<file path="src/rtl/irqc_pkg.sv">
package irqc_pkg;
    localparam int unsigned IRQ_LINES = 32;

    typedef enum logic [1:0] {
        SEL_STATUS = 2'd0,
        SEL_ENABLE = 2'd1,
        SEL_MASKED = 2'd2,
        SEL_SETALL = 2'd3
    } reg_sel_e;
endpackage

</file>
<file path="src/rtl/irqc_edge.sv">
module irqc_edge #(
    parameter int unsigned N = 32
) (
    input  logic         clk,
    input  logic         rst_n,
    input  logic [N-1:0] src_i,
    output logic [N-1:0] rise_o,
    output logic [N-1:0] fall_o
);
    logic [N-1:0] prev_q;

    always_ff @(posedge clk or negedge rst_n) begin
        if (!rst_n) prev_q <= '0;
        else        prev_q <= src_i;
    end

    // MSB-first numbering: line g lands on status bit N-1-g
    for (genvar g = 0; g < N; g++) begin : g_line
        assign rise_o[N-1-g] =  src_i[g] & ~prev_q[g];
        assign fall_o[N-1-g] = ~src_i[g] &  prev_q[g];
    end
endmodule

</file>
<file path="src/rtl/irqc_decode.sv">
module irqc_decode
    import irqc_pkg::*;
#(
    parameter int unsigned ADDR_W = 8
) (
    input  logic [ADDR_W-1:0] addr_i,
    input  logic              wr_i,
    output logic              mapped_o,
    output reg_sel_e          sel_o,
    output logic              wr_status_o,
    output logic              wr_setall_o,
    output logic              wr_enable_o
);
    localparam int unsigned HI_W = ADDR_W - 4;

    always_comb begin
        mapped_o = (addr_i[ADDR_W-1:4] == HI_W'(0)) && (addr_i[1:0] == 2'b00);
        sel_o    = reg_sel_e'(addr_i[3:2]);
    end

    always_comb begin
        wr_status_o = 1'b0;
        wr_setall_o = 1'b0;
        wr_enable_o = 1'b0;
        if (wr_i && mapped_o) begin
            unique case (sel_o)
                SEL_STATUS: wr_status_o = 1'b1;
                SEL_ENABLE: wr_enable_o = 1'b1;
                SEL_MASKED: ;
                SEL_SETALL: wr_setall_o = 1'b1;
            endcase
        end
    end
endmodule

</file>
<file path="src/rtl/irqc_regs.sv">
module irqc_regs #(
    parameter int unsigned N = 32
) (
    input  logic         clk,
    input  logic         rst_n,
    input  logic [N-1:0] rise_i,
    input  logic [N-1:0] fall_i,
    input  logic         wr_status_i,
    input  logic         wr_setall_i,
    input  logic         wr_enable_i,
    input  logic [N-1:0] wdata_i,
    output logic [N-1:0] status_o,
    output logic [N-1:0] enable_o
);
    logic [N-1:0] status_q, status_d, sw_view;
    logic [N-1:0] enable_q;

    always_comb begin
        sw_view = status_q;
        if (wr_setall_i)      sw_view = wdata_i;
        else if (wr_status_i) sw_view = status_q & ~wdata_i;
        // line transitions override the software result
        status_d = (sw_view | rise_i) & ~fall_i;
    end

    always_ff @(posedge clk or negedge rst_n) begin
        if (!rst_n) begin
            status_q <= '0;
            enable_q <= '0;
        end else begin
            status_q <= status_d;
            if (wr_enable_i) enable_q <= wdata_i;
        end
    end

    assign status_o = status_q;
    assign enable_o = enable_q;


    rise_sets_chk: assert property (@(posedge clk) disable iff (!rst_n)
        (rise_i != '0) |=> ((status_q & $past(rise_i)) == $past(rise_i)));


    fall_clears_chk: assert property (@(posedge clk) disable iff (!rst_n)
        (fall_i != '0) |=> ((status_q & $past(fall_i)) == '0));


    w1c_chk: assert property (@(posedge clk) disable iff (!rst_n)
        (wr_status_i && rise_i == '0 && fall_i == '0)
        |=> (status_q == ($past(status_q) & ~$past(wdata_i))));


    setall_chk: assert property (@(posedge clk) disable iff (!rst_n)
        (wr_setall_i && rise_i == '0 && fall_i == '0)
        |=> (status_q == $past(wdata_i)));


    enable_write_chk: assert property (@(posedge clk) disable iff (!rst_n)
        wr_enable_i |=> (enable_q == $past(wdata_i)));
endmodule

</file>
<file path="src/rtl/irqc_top.sv">
module irqc_top
    import irqc_pkg::*;
#(
    parameter int unsigned ADDR_W = 8
) (
    input  logic                 clk,
    input  logic                 rst_n,
    input  logic [IRQ_LINES-1:0] src_i,
    input  logic [ADDR_W-1:0]    bus_addr,
    input  logic                 bus_wr,
    input  logic [IRQ_LINES-1:0] bus_wdata,
    output logic [IRQ_LINES-1:0] bus_rdata,
    output logic                 irq_o
);
    logic [IRQ_LINES-1:0] rise, fall, status, enable;
    logic                 mapped, wr_status, wr_setall, wr_enable;
    reg_sel_e             sel;

    irqc_edge #(.N(IRQ_LINES)) u_edge (
        .clk    (clk),
        .rst_n  (rst_n),
        .src_i  (src_i),
        .rise_o (rise),
        .fall_o (fall)
    );

    irqc_decode #(.ADDR_W(ADDR_W)) u_decode (
        .addr_i      (bus_addr),
        .wr_i        (bus_wr),
        .mapped_o    (mapped),
        .sel_o       (sel),
        .wr_status_o (wr_status),
        .wr_setall_o (wr_setall),
        .wr_enable_o (wr_enable)
    );

    irqc_regs #(.N(IRQ_LINES)) u_regs (
        .clk         (clk),
        .rst_n       (rst_n),
        .rise_i      (rise),
        .fall_i      (fall),
        .wr_status_i (wr_status),
        .wr_setall_i (wr_setall),
        .wr_enable_i (wr_enable),
        .wdata_i     (bus_wdata),
        .status_o    (status),
        .enable_o    (enable)
    );

    always_comb begin
        bus_rdata = '0;
        if (mapped) begin
            unique case (sel)
                SEL_STATUS: bus_rdata = status;
                SEL_ENABLE: bus_rdata = enable;
                SEL_MASKED: bus_rdata = status & enable;
                SEL_SETALL: bus_rdata = status;
            endcase
        end
    end

    assign irq_o = |(status & enable);


    masked_live_irq_chk: assert property (@(posedge clk) disable iff (!rst_n)
        (bus_addr == ADDR_W'(8) && bus_rdata != '0) |-> irq_o);


    unmapped_write_chk: assert property (@(posedge clk) disable iff (!rst_n)
        (bus_wr && !mapped && rise == '0 && fall == '0)
        |=> ($stable(status) && $stable(enable)));


    masked_write_chk: assert property (@(posedge clk) disable iff (!rst_n)
        (bus_wr && bus_addr == ADDR_W'(8) && rise == '0 && fall == '0)
        |=> ($stable(status) && $stable(enable)));
endmodule

</file>
<file path="config.mk">
export PLATFORM = sky130hd
export DESIGN_NAME = irqc_top
export DESIGN_NICKNAME = d
export VERILOG_FILES = /design/src/rtl/irqc_pkg.sv /design/src/rtl/irqc_edge.sv /design/src/rtl/irqc_decode.sv /design/src/rtl/irqc_regs.sv /design/src/rtl/irqc_top.sv
export SDC_FILE = /design/constraint.sdc
export NUM_CORES = 1
export LEC_CHECK = 0
export ABC_AREA = 1
export CAP_MARGIN = 20
export CORE_MARGIN = 2
export CORE_UTILIZATION = 35
export DETAILED_ROUTE_END_ITERATION = 8
export DONT_BUFFER_PORTS = 1
export PLACE_DENSITY = 0.54
export SYNTH_ARGS = -nofsm -noshare
export SYNTH_HDL_FRONTEND = slang
export SYNTH_SLANG_ARGS = --single-unit
</file>
<file path="constraint.sdc">
create_clock -name clk -period 2.1 [get_ports clk]
set_input_delay 0.315 -clock clk [delete_from_list [all_inputs] [get_ports clk]]
set_output_delay 0.315 -clock clk [all_outputs]
set_load 0.005 [all_outputs]
</file>
---- After elaboration in Yosys (flattened, before gate mapping) ----
Cells that the tools add are included.
word-level totals
  word-level logic and storage cells ...... 157
  output and inout bits ................... 33
  input port bits ......................... 75
  flip-flop bits (word level) ............. 96
cells by class
  muxes and demuxes ....................... 10
  reduce and logical (&&, ||, !) cells .... 7
  bitwise gates (word level) .............. 134
  equality and inequality tests ........... 3
operators by type and width
  cell                                                 count
  AND 32 bit                                           3
  two-way mux 32 bit                                   3
  case mux 32 bit (3 select lines)                     1
  AND 1 bit                                            64
  NOT 1 bit                                            64
  NOT 32 bit                                           2
  bitwise OR 32 bit                                    1
  OR reduction 32 bit                                  1
  two-way mux 1 bit                                    6
  equality test 2 bit, second input constant           2
  zero test 2 bit                                      2
  zero test 4 bit                                      1
  equality test 2 x 1 -> 1 bit, second input constant  1
  logical AND 1 bit                                    2
  OR reduction 2 bit                                   1

---- Longest topological paths before layout ----
Gate-level depths: netlist of run 1.
  word-level depth ........................ 8
  depth in mapped cells ................... 8
  gate-level depth less buffers ........... 7

---- Cells and area by module ----
Synthesis of run 1 repeated with hierarchy kept, for this count alone.
unflattened totals
  cell total of the unflattened synthesis .. 723
  area total of the unflattened synthesis .. 5,547.8 um^2
modules (own cells, without submodules)
  module       times used  area an instance (um^2)  sequential area each (um^2)  cells an instance
  irqc_regs    1           2,990.4                  1,601.5                      306
  irqc_edge    1           1,281.2                  800.8                        160
  irqc_top     1           1,207.4                  0.0                          243
  irqc_decode  1           68.8                     0.0                          14

---- Worst setup path before layout of run 1 ----
No wires, ideal clock.
  path type ............................... input to output
  start point ............................. in bus_addr[2]
  end point ............................... out bus_rdata[17]
  path slack .............................. 0.519 ns
  required time ........................... 1.785 ns
  arrival time ............................ 1.266 ns
  stages on the path ...................... 6
  cell sequence ........................... inv_1 ha_1 inv_1 clkbuf_1 a21oi_1 a21oi_1
on the way
  word-level cells in the longest chain between the ends .. 4
  elaborated cells on any way between the ends .. 7
  classes of those cells .................. 3 x eq/ne; 2 x mux; 2 x reduce/logical
ends and longest elaborated chain
  item                                                           line            source
  start, declared                                                irqc_top.sv:9   input logic [ADDR_W-1:0] bus_addr,
  equality test 2 bit / zero test 2 bit (equally long branches)  irqc_top.sv:53  unique case (sel)
  OR reduction 2 bit (no source line)                            --
  case mux 32 bit (3 select lines) *                             irqc_top.sv:53
  two-way mux 32 bit *                                           irqc_top.sv:52  if (mapped) begin
  end, declared                                                  irqc_top.sv:12  output logic [IRQ_LINES-1:0] bus_rdata,
Mark *: on every way between the ends. The rest lies on a longest branch, timed or not.

---- Worst setup path in the final report of run 1 ----
  start point ............................. reg u_regs.status_q[25], in the netlist u_regs.status_o[25]
  end point ............................... out irq_o
on the way
  word-level cells in the longest chain between the ends .. 2
ends and longest elaborated chain
  item                    line             source
  start, declared         irqc_regs.sv:15  logic [N-1:0] status_q, status_d, sw_view;
  start signal, assigned  irqc_regs.sv:31  status_q <= status_d;
  AND 32 bit              irqc_top.sv:62   assign irq_o = |(status & enable);
  OR reduction 32 bit     irqc_top.sv:62
  end, declared           irqc_top.sv:13   output logic irq_o
Every way passes these cells.

==> impl_metrics.ini, run 1 <==
[sta]
clock_skew_ps = 6.32
setup_viol = 0
finalMaxSlewViolations = 0
slew_headroom_pct = 70.5
timing.hold.ws_ps = -347
rsz0062_at_grt = false
finalCritPeriodShare_pct = 81.7
tightest_slew_ps = 443
final_hold_viol_count = 96
fin_tns_setup_ps = 0
min_period_ps = 1720
fmax_mhz = 583

[global_route]
grt_pass1_vias = 4741
antenna_found_initial = 0
grt_usage_pct = 19.1
grt_start_max_net_pins = 97
grt_first_pass_wirelength_um = 24400
globalRoute.totalOverflow = 0

[detailed_routing]
wire_per_inst_um = 16.3
dr.pass1.iters = 4
ant_nets = 0
wl_um = 14900
vias = 4849
routed_via_density = 5.29
drt_iter0_drc = 308
drc = 0

[floorplan]
io_pins = 108
core_um2 = 14600
die_area_um2 = 16100
fp.dieH_um = 127
floorplan.initialDensity_pct = 36.2
rows = 44
die_x_um = 127

[logic_synthesis]
synthArstFlopShare_pct = 100
synth_edf_count = 0
ys_seq_elements = 96
yosys_warnings = 0
synth_cells = 714
synth_top_flop_cell = dfrtp_1
syn_area_per_cell_um2 = 7.42
syn_nets = 794
netlist_area_um2 = 5300
yosysSeqAreaShare_pct = 45.3
synth_cell_types = 22

[power]
p_leak_nw = 2.82
ir_worst_vdd_mv = 0.510
power.density_nw_per_um2 = 686

[place]
dp_cells = 868
dp_hpwl_um = 9670
place.gp.congestion = 0.786
portBuffers = 0

[cts]
cts_buffer_depth = 2
cts_root_buf = clkbuf_16
cts-buffers-inserted = 9
ctsHtreeMaxLevel = 3
cts_resized = 0
cts_tree = yes
clock_latency_ps = 350
cts.hold.buffers_added = 32
cts.sinks = 96
clk_pin_slew_ps = 60
cts_setup_buffers = 0

[final_layout]
fill_cells = 1517
fin_cells = 916
ff_latch_area_um2 = 2400
area_growth_syn_to_layout_pct = 14.3
multi_input_area_um2 = 2300
nets = 807
drive_gt1_share_pct = 4.37
final_util_pct = 41.4
final_common_cell = nand2_1
final_cell_mix = nand2_1, inv_1, dfrtp_1
diodes = 0

[worst_setup_path]
endpoint_kind = output port
arrival_ps = 1400
path_cells = nand2_1, nand4_1, nor3_1, nand4_1
cp-start-kind = flop
slowest_delay_ps = 410
r2r_slack_ps = 1270
cpMostUsedCell = nand4_1
cp_slowest_cell = dfrtp_1
cp_max_fo = 3
criticalPathCategory = reg -> out
cp.required_ps = 1780

[outcome]
outcome = complete, but fails checks
violations = negative hold slack

[worst_hold_path]
hold_class = in -> async

[job]
cap_violations = 0
## where the power goes
| part | leakage [nW] | internal, mW | switching [mW] |
|---|---|---|---|
| registers | 1.20 | 1.98 | 0.108 |
| clock network | 0.140 | 0.919 | 0.704 |
| logic | 1.48 | 0.190 | 0.250 |
| total | 2.82 | 3.09 | 1.06 |
## through the flow
stage                     instance area (um2)  power [mW]  worst slack [ps]  hold slack, ps
after floorplan                          5300        2.41               519            19.4
after global placement                   5450        2.50               432            22.0
after detailed placement                 5450        2.52               405            21.5
after CTS                                6060        4.22               339            -367
after global routing                     6060        4.35               292            -363
final                                    6060        4.15               383            -347
## path summary, 6_finish.rpt
path | from | end | depth (start not counted)
setup / recovery | u_regs.status_o[25]$_DFF_PN0_ | irq_o | 4
min in group clk | bus_wdata[4] | u_regs.enable_o[4]$_DFFE_PN0P_ | 2
max in group asynchronous | rst_n | u_edge.prev_q[19]$_DFF_PN0_ | 0
hold / removal | rst_n | u_edge.prev_q[5]$_DFF_PN0_ | 0
hold reg to reg | u_edge.prev_q[19]$_DFF_PN0_ | u_regs.status_o[12]$_DFF_PN0_ | 3
setup reg to reg | u_edge.prev_q[14]$_DFF_PN0_ | u_regs.status_o[17]$_DFF_PN0_ | 5
## critical path: cells and delay by family, from the launching register on
family | cells | cell delay (ps)
DFF | 1 | 410
and+or+nand+nor | 4 | 640
## final cells by class
| type | count | area share (%) |
|---|---|---|
| inverters | 101 | 6.26 |
| repair buffers | 47 | 7.56 |
| flip-flops and latches | 96 | 39.7 |
| clock buffers | 12 | 3.90 |
| multi-input cells | 472 | 38.1 |
| well taps | 184 | 3.80 |
| clock inverters | 4 | 0.744 |
## synthesized netlist by cell type, drive strengths merged (5+ instances only)
cell	count	area share (%)
a21oi	54	5.1
a31oi	21	2.5
buf	19	2.1
clkbuf	26	1.8
dfrtp	96	45
ha	5	1.2
inv	100	7.1
nand2	149	11
nand3	55	5.4
nand4	72	8.5
nor2	49	3.8
o21ai	64	6.0
## sequential cells by signal, summed over array words and instances (netlist names)
name,count
u_regs.enable_o,32
u_regs.status_o,32
u_edge.prev_q,32
## per-layer routing
metal  share of wire, %  routed length, um  track usage [%]
met5                  0                  0                0
met4                2.2                328             6.40
met3                7.6               1140             6.07
met2                 47               7040             31.8
met1                 43               6390             23.6
## cells by family after synthesis
family	Yosys count	synth area share (%)
AND/OR/NAND/NOR	327	28.5
buffers and inverters	146	11.1
AO/OA/AOI/OAI	140	13.8
flip-flops	96	45.3
adder cells (fa/ha/maj)	5	1.18
(Power assumes the default switching activity.)
==> inputs of run 2 (changes only) <==
==> constraint.sdc (replaced) <==
create_clock -name clk -period 1.6 [get_ports clk]
set_input_delay 0.24 -clock clk [delete_from_list [all_inputs] [get_ports clk]]
set_output_delay 0.24 -clock clk [all_outputs]
set_load 0.005 [all_outputs]
==> run 2 against run 1 <==
The flow still finishes with violations (negative hold slack). Worst setup slack worse by 380 ps. Critical endpoint unchanged. Cell count up 1.1%. Power up 32%. Sequential share of layout area down 0.91 points. Highest routed layer unchanged.
==> impl_metrics.ini, run 2 (same netlist as run 1, synthesis figures left out) <==
[detailed_routing]
drt_iter0_drc = 336
dr.pass1.iters = 5
wl_um = 15300
wire_per_inst_um = 16.5
routed_via_density = 5.32
drc = 0
ant_nets = 0
vias = 4926

[final_layout]
final_cell_mix = nand2_1, inv_1, dfrtp_1
diodes = 0
drive_gt1_share_pct = 6.47
fill_cells = 1505
nets = 817
final_common_cell = nand2_1
final_util_pct = 42.3
area_growth_syn_to_layout_pct = 17.0

[floorplan]
die_area_um2 = 16100
rows = 44
fp.dieH_um = 127
io_pins = 108
core_um2 = 14600
die_x_um = 127
floorplan.initialDensity_pct = 36.2

[cts]
cts.sinks = 96
cts_buffer_depth = 2
cts-buffers-inserted = 9
clock_latency_ps = 350
cts_root_buf = clkbuf_16
cts_tree = yes
clk_pin_slew_ps = 70
ctsHtreeMaxLevel = 3
cts.hold.buffers_added = 32

[power]
power_frac_clock_pct = 38.7
p_sw_share_pct = 25.6
power_frac_comb_pct = 11.2
internal-power_mw = 4.08
switching_power_mw = 1.41
p_leak_nw = 2.89
power.density_nw_per_um2 = 885
pwr-share-seq_pct = 50.0
ir_worst_vdd_mv = 0.769

[sta]
finalMaxSlewViolations = 0
worst_slack_ps = 0.492
tightest_slew_ps = 338
fmax_mhz = 625
rsz0062_at_grt = true
setup_viol = 0
timing.hold.ws_ps = -425
final_hold_viol_count = 96
min_period_ps = 1600
clock_skew_ps = 8.06
slew_headroom_pct = 77.3
finalCritPeriodShare_pct = 100

[worst_setup_path]
arrival_ps = 1360
cp_max_fo = 2
criticalPathCategory = reg -> out
cp-start-kind = flop
worstRegToRegCells = 5
endpoint_kind = output port
cp.required_ps = 1360

[global_route]
grt_usage_pct = 19.6
grt_start_max_net_pins = 97
globalRoute.totalOverflow = 0
antenna_found_initial = 0
grt_pass1_vias = 4829
grt_first_pass_wirelength_um = 24800

[place]
place.gp.congestion = 0.757
portBuffers = 0
dp_slack_ps = 48.0
dp_hpwl_um = 10000

[outcome]
outcome = complete, but fails checks
violations = negative hold slack

[worst_hold_path]
hold_class = in -> async

[job]
cap_violations = 0
run 2: power groups by stage:
stage	logic [mW]	clock network (mW)	registers (mW)
after floorplan	0.420	0	2.75
after global placement	0.519	0	2.78
after detailed placement	0.538	0	2.79
after CTS	0.616	2.19	2.74
after global routing	0.699	2.29	2.77
final	0.617	2.12	2.75
run 2: layout make-up:
type,instances,area (um2),area share [%]
sequential,96,2400,38.8
multi-input combinational,472,2330,37.6
timing repair buffer,57,574,9.27
inverter,101,379,6.12
clock buffer,12,236,3.82
tap,184,230,3.71
clock inverter,4,45.0,0.727
run 2: path summary, 6_finish.rpt:
kind,start,to,slack [ps]
worst max register to register,u_edge.prev_q[4]$_DFF_PN0_,u_regs.status_o[27]$_DFF_PN0_,760
worst max-delay path,u_regs.status_o[30]$_DFF_PN0_,irq_o,0.5
worst min register to register,u_regs.enable_o[16]$_DFFE_PN0P_,u_regs.enable_o[16]$_DFFE_PN0P_,510
max in group asynchronous,rst_n,u_regs.status_o[14]$_DFF_PN0_,1870
min in group clk,bus_wdata[21],u_regs.enable_o[21]$_DFFE_PN0P_,10
worst min-delay path,rst_n,u_edge.prev_q[5]$_DFF_PN0_,-430
run 2: metal layers:
| layer | vias up | share of wire [%] | GRT usage [%] |
|---|---|---|---|
| met2 | 148 | 47 | 32.3 |
| met4 | 0 | 2.1 | 5.56 |
| li1 | 2433 | - | - |
| met5 | - | 0 | 0 |
| met3 | 23 | 7.3 | 6.83 |
| met1 | 2322 | 44 | 24.4 |
run 2: timing repair:
item	CTS	global route
setup endpoints to repair	1	6
pin swaps	4	1
buffers inserted	2	0
endpoints found under the hold margin	128	96
gates resized for setup	3	4
run 2: critical path, cell delays in order, from the launching register on:
cell	delay, ps
dfrtp_1	400
a22o_1	230
nor3_2	180
nand4_1	190
run 2: through the flow:
stage	hold WS, ps	cells	total power, mW	area, um2	setup TNS, ps
after floorplan	-55.6	714	3.17	5300	0
after global placement	-53.2	876	3.30	5550	0
after detailed placement	-53.2	876	3.33	5550	0
after CTS	-438	926	5.55	6180	-24.7
after global routing	-448	926	5.76	6200	-79.8
final	-425	926	5.49	6200	0
==> inputs of run 3 (changes only) <==
--- a/config.mk
+++ b/config.mk
@@ -5,7 +5,6 @@
 export SDC_FILE = /design/constraint.sdc
 export NUM_CORES = 1
 export LEC_CHECK = 0
-export ABC_AREA = 1
 export CAP_MARGIN = 20
 export CORE_MARGIN = 2
 export CORE_UTILIZATION = 35
==> run 3 against run 2 <==
The run ends with negative hold slack, negative setup slack left. Sequential cell count did not move. Highest routed layer unchanged. Critical endpoint unchanged. Sequential power barely moved. Core utilization rose by 6.5 points. Fmax fell by 18%.
==> impl_metrics.ini, run 3 <==
[outcome]
outcome = complete, but fails checks
violations = negative hold slack, negative setup slack

[logic_synthesis]
synth_cell_types = 26
synth_area_leaders = dfrtp_1, a22oi_1, mux2_2
yosysMostFrequentCell = dfrtp_1
netlist_area_um2 = 5200
yosysSeqAreaShare_pct = 46.2
synth_top_flop_cell = dfrtp_1
synth_largest_area_cell = dfrtp_1
synth_common_cells = dfrtp_1, a22oi_1, inv_1
synth_cells = 523
synthArstFlopShare_pct = 100
ys_seq_elements = 96
yosys_warnings = 0
syn_nets = 603
syn_area_per_cell_um2 = 9.94
synth_edf_count = 0
synth_top_area_share_pct = 46.2

[place]
dpl_cell_area_um2 = 6120
dp_hpwl_um = 10600
dp_slack_ps = -352
place.gp.congestion = 0.767
portBuffers = 0

[final_layout]
area_growth_syn_to_layout_pct = 36.6
fin_area_um2 = 7100
final_common_cell = dfrtp_1
final_cell_mix = dfrtp_1, buf_4, a22oi_1
drive_gt1_share_pct = 27.2
diodes = 0
nets = 682

[sta]
worst_slack_ps = -352
rsz0062_at_grt = true
slew_headroom_pct = 69.3
finalCritPeriodShare_pct = 122
fin_tns_setup_ps = -6570
finalMaxSlewViolations = 0
timing.hold.ws_ps = -417
fmax_mhz = 512
clock_skew_ps = 4.50
setup_viol = 50
tightest_slew_ps = 461
final_hold_viol_count = 96
min_period_ps = 1950

[worst_setup_path]
worstRegToRegCells = 2
cp.required_ps = 1360
arrival_ps = 1710
path_cells = a22oi_1, nand4_1, or4_4
path_depth = 3
crit_path_start = u_regs.enable_o[22]$_DFFE_PN0P_
worst_r2r_endpoint = u_regs.enable_o[23]$_DFFE_PN0P_
slowest_delay_ps = 560
criticalPathCategory = reg -> out
r2r_start = u_regs.enable_o[23]$_DFFE_PN0P_
critical-path-top-delay-family = simple AND/OR/NAND/NOR gates
endpoint = irq_o
cp_slowest_cell = or4_4
r2r_slack_ps = 650
endpoint_kind = output port
cp_max_fo = 4
cp-start-kind = flop
critPathBufInv = 0

[detailed_routing]
top_layer_used = met4
ant_nets = 0
drc = 0
dr.pass1.iters = 5
wire_per_inst_um = 21.5
wl_met2_um = 7620
wl_um = 17000
wl_met3_um = 1190
drt_iter0_drc = 325
routed_via_density = 5.63
vias = 4455
wl_met1_um = 8110

[global_route]
grt_pass1_vias = 4537
grt_first_pass_wirelength_um = 25800
grt_usage_pct = 21.1
antenna_found_initial = 0
grt_start_max_net_pins = 97
globalRoute.totalOverflow = 0

[floorplan]
rows = 44
core_um2 = 14500
floorplan.initialDensity_pct = 35.8
io_pins = 108
die_area_um2 = 15800
fp.dieH_um = 126
die_x_um = 126

[cts]
cts.hold.buffers_added = 32
cts_root_buf = clkbuf_16
clk_pin_slew_ps = 60
ctsHtreeMaxLevel = 3
cts_buffer_depth = 2
cts.sinks = 96
cts-buffers-inserted = 9
clock_latency_ps = 350
cts_tree = yes

[worst_hold_path]
hold_class = in -> async

[power]
ir_worst_vdd_mv = 0.573
p_leak_nw = 2.90
power.density_nw_per_um2 = 838

[job]
cap_violations = 0
==> run 3: cell count changes after synthesis, moves of 36 or more <==
cell / before / now
nand2_1: 149 / 33
nand4_1: 72 / 4
inv_1: 100 / 34
a21oi_1: 54 / 0
nand3_1: 54 / 0
a22oi_1: 0 / 48
o21ai_0: 36 / 0
==> run 3: how the worst min path moves through the flow <==
stage	endpoint	cells after the start	slack, ps
finish	u_edge.prev_q[11]$_DFF_PN0_	0	-420
global route	u_regs.enable_o[13]$_DFFE_PN0P_	0	-450
CTS	u_edge.prev_q[20]$_DFF_PN0_	0	-440
detailed placement	u_edge.prev_q[11]$_DFF_PN0_	0	-50
global placement	u_edge.prev_q[9]$_DFF_PN0_	0	-50
floorplan	u_edge.prev_q[0]$_DFF_PN0_	0	-60
==> run 3: cell families after synthesis <==
kind of cell | after synthesis | share of synthesized area (%)
multiplexers | 32 | 6.93
flip-flops | 96 | 46.2
buffers and inverters | 73 | 5.85
AO/OA/AOI/OAI | 144 | 22.3
AND/OR/NAND/NOR | 173 | 17.4
adder cells (fa/ha/maj) | 5 | 1.20
==> run 3: routing by layer <==
| metal | up-vias | track usage, % |
|---|---|---|
| li1 | 2087 | - |
| met1 | 2222 | 30.2 |
| met2 | 134 | 31.2 |
| met3 | 12 | 7.35 |
| met4 | 0 | 4.40 |
| met5 | - | 0 |
==> run 3: cell type report <==
type                    instances  area (um2)
clock inverters                 4        52.6
repair buffers                107        1120
well taps                     184         230
clock buffers                  12         246
inverters                      34         128
multi-input cells             354        2920
fillers                      1361        7440
flip-flops and latches         96        2400
==> run 3: power breakdown <==
part / total, mW / internal [mW] / switching (mW)
sequential: 2.74 / 2.60 / 0.144
clock: 2.24 / 1.26 / 0.981
combinational: 0.958 / 0.500 / 0.458
==> run 3: worst reg2reg max path: stages, from the launching register on <==
cell and delay, ps:
dfrtp_1 420, buf_4 160, mux2_4 260
==> run 3: repair_timing <==
action,4_1_cts,5_1_grt
buffers inserted,6,4
pin swaps,3,8
setup endpoints to repair,33,95
gates cloned,2,3
gates resized for setup,10,47
hold endpoints to repair,128,96
==> run 3: stage by stage <==
stage / instances / utilization [%] / hold slack, ps / total power [mW]
3_5_place_dp: 732 / 42.1 / -51.8 / 3.62
2_1_floorplan: 523 / - / -55.6 / 3.26
5_1_grt: 791 / 48.8 / -445 / 6.21
6_report: 791 / 48.8 / -417 / 5.95
4_1_cts: 787 / 47.4 / -440 / 5.96
3_3_place_gp: 732 / 42.1 / -50.7 / 3.60
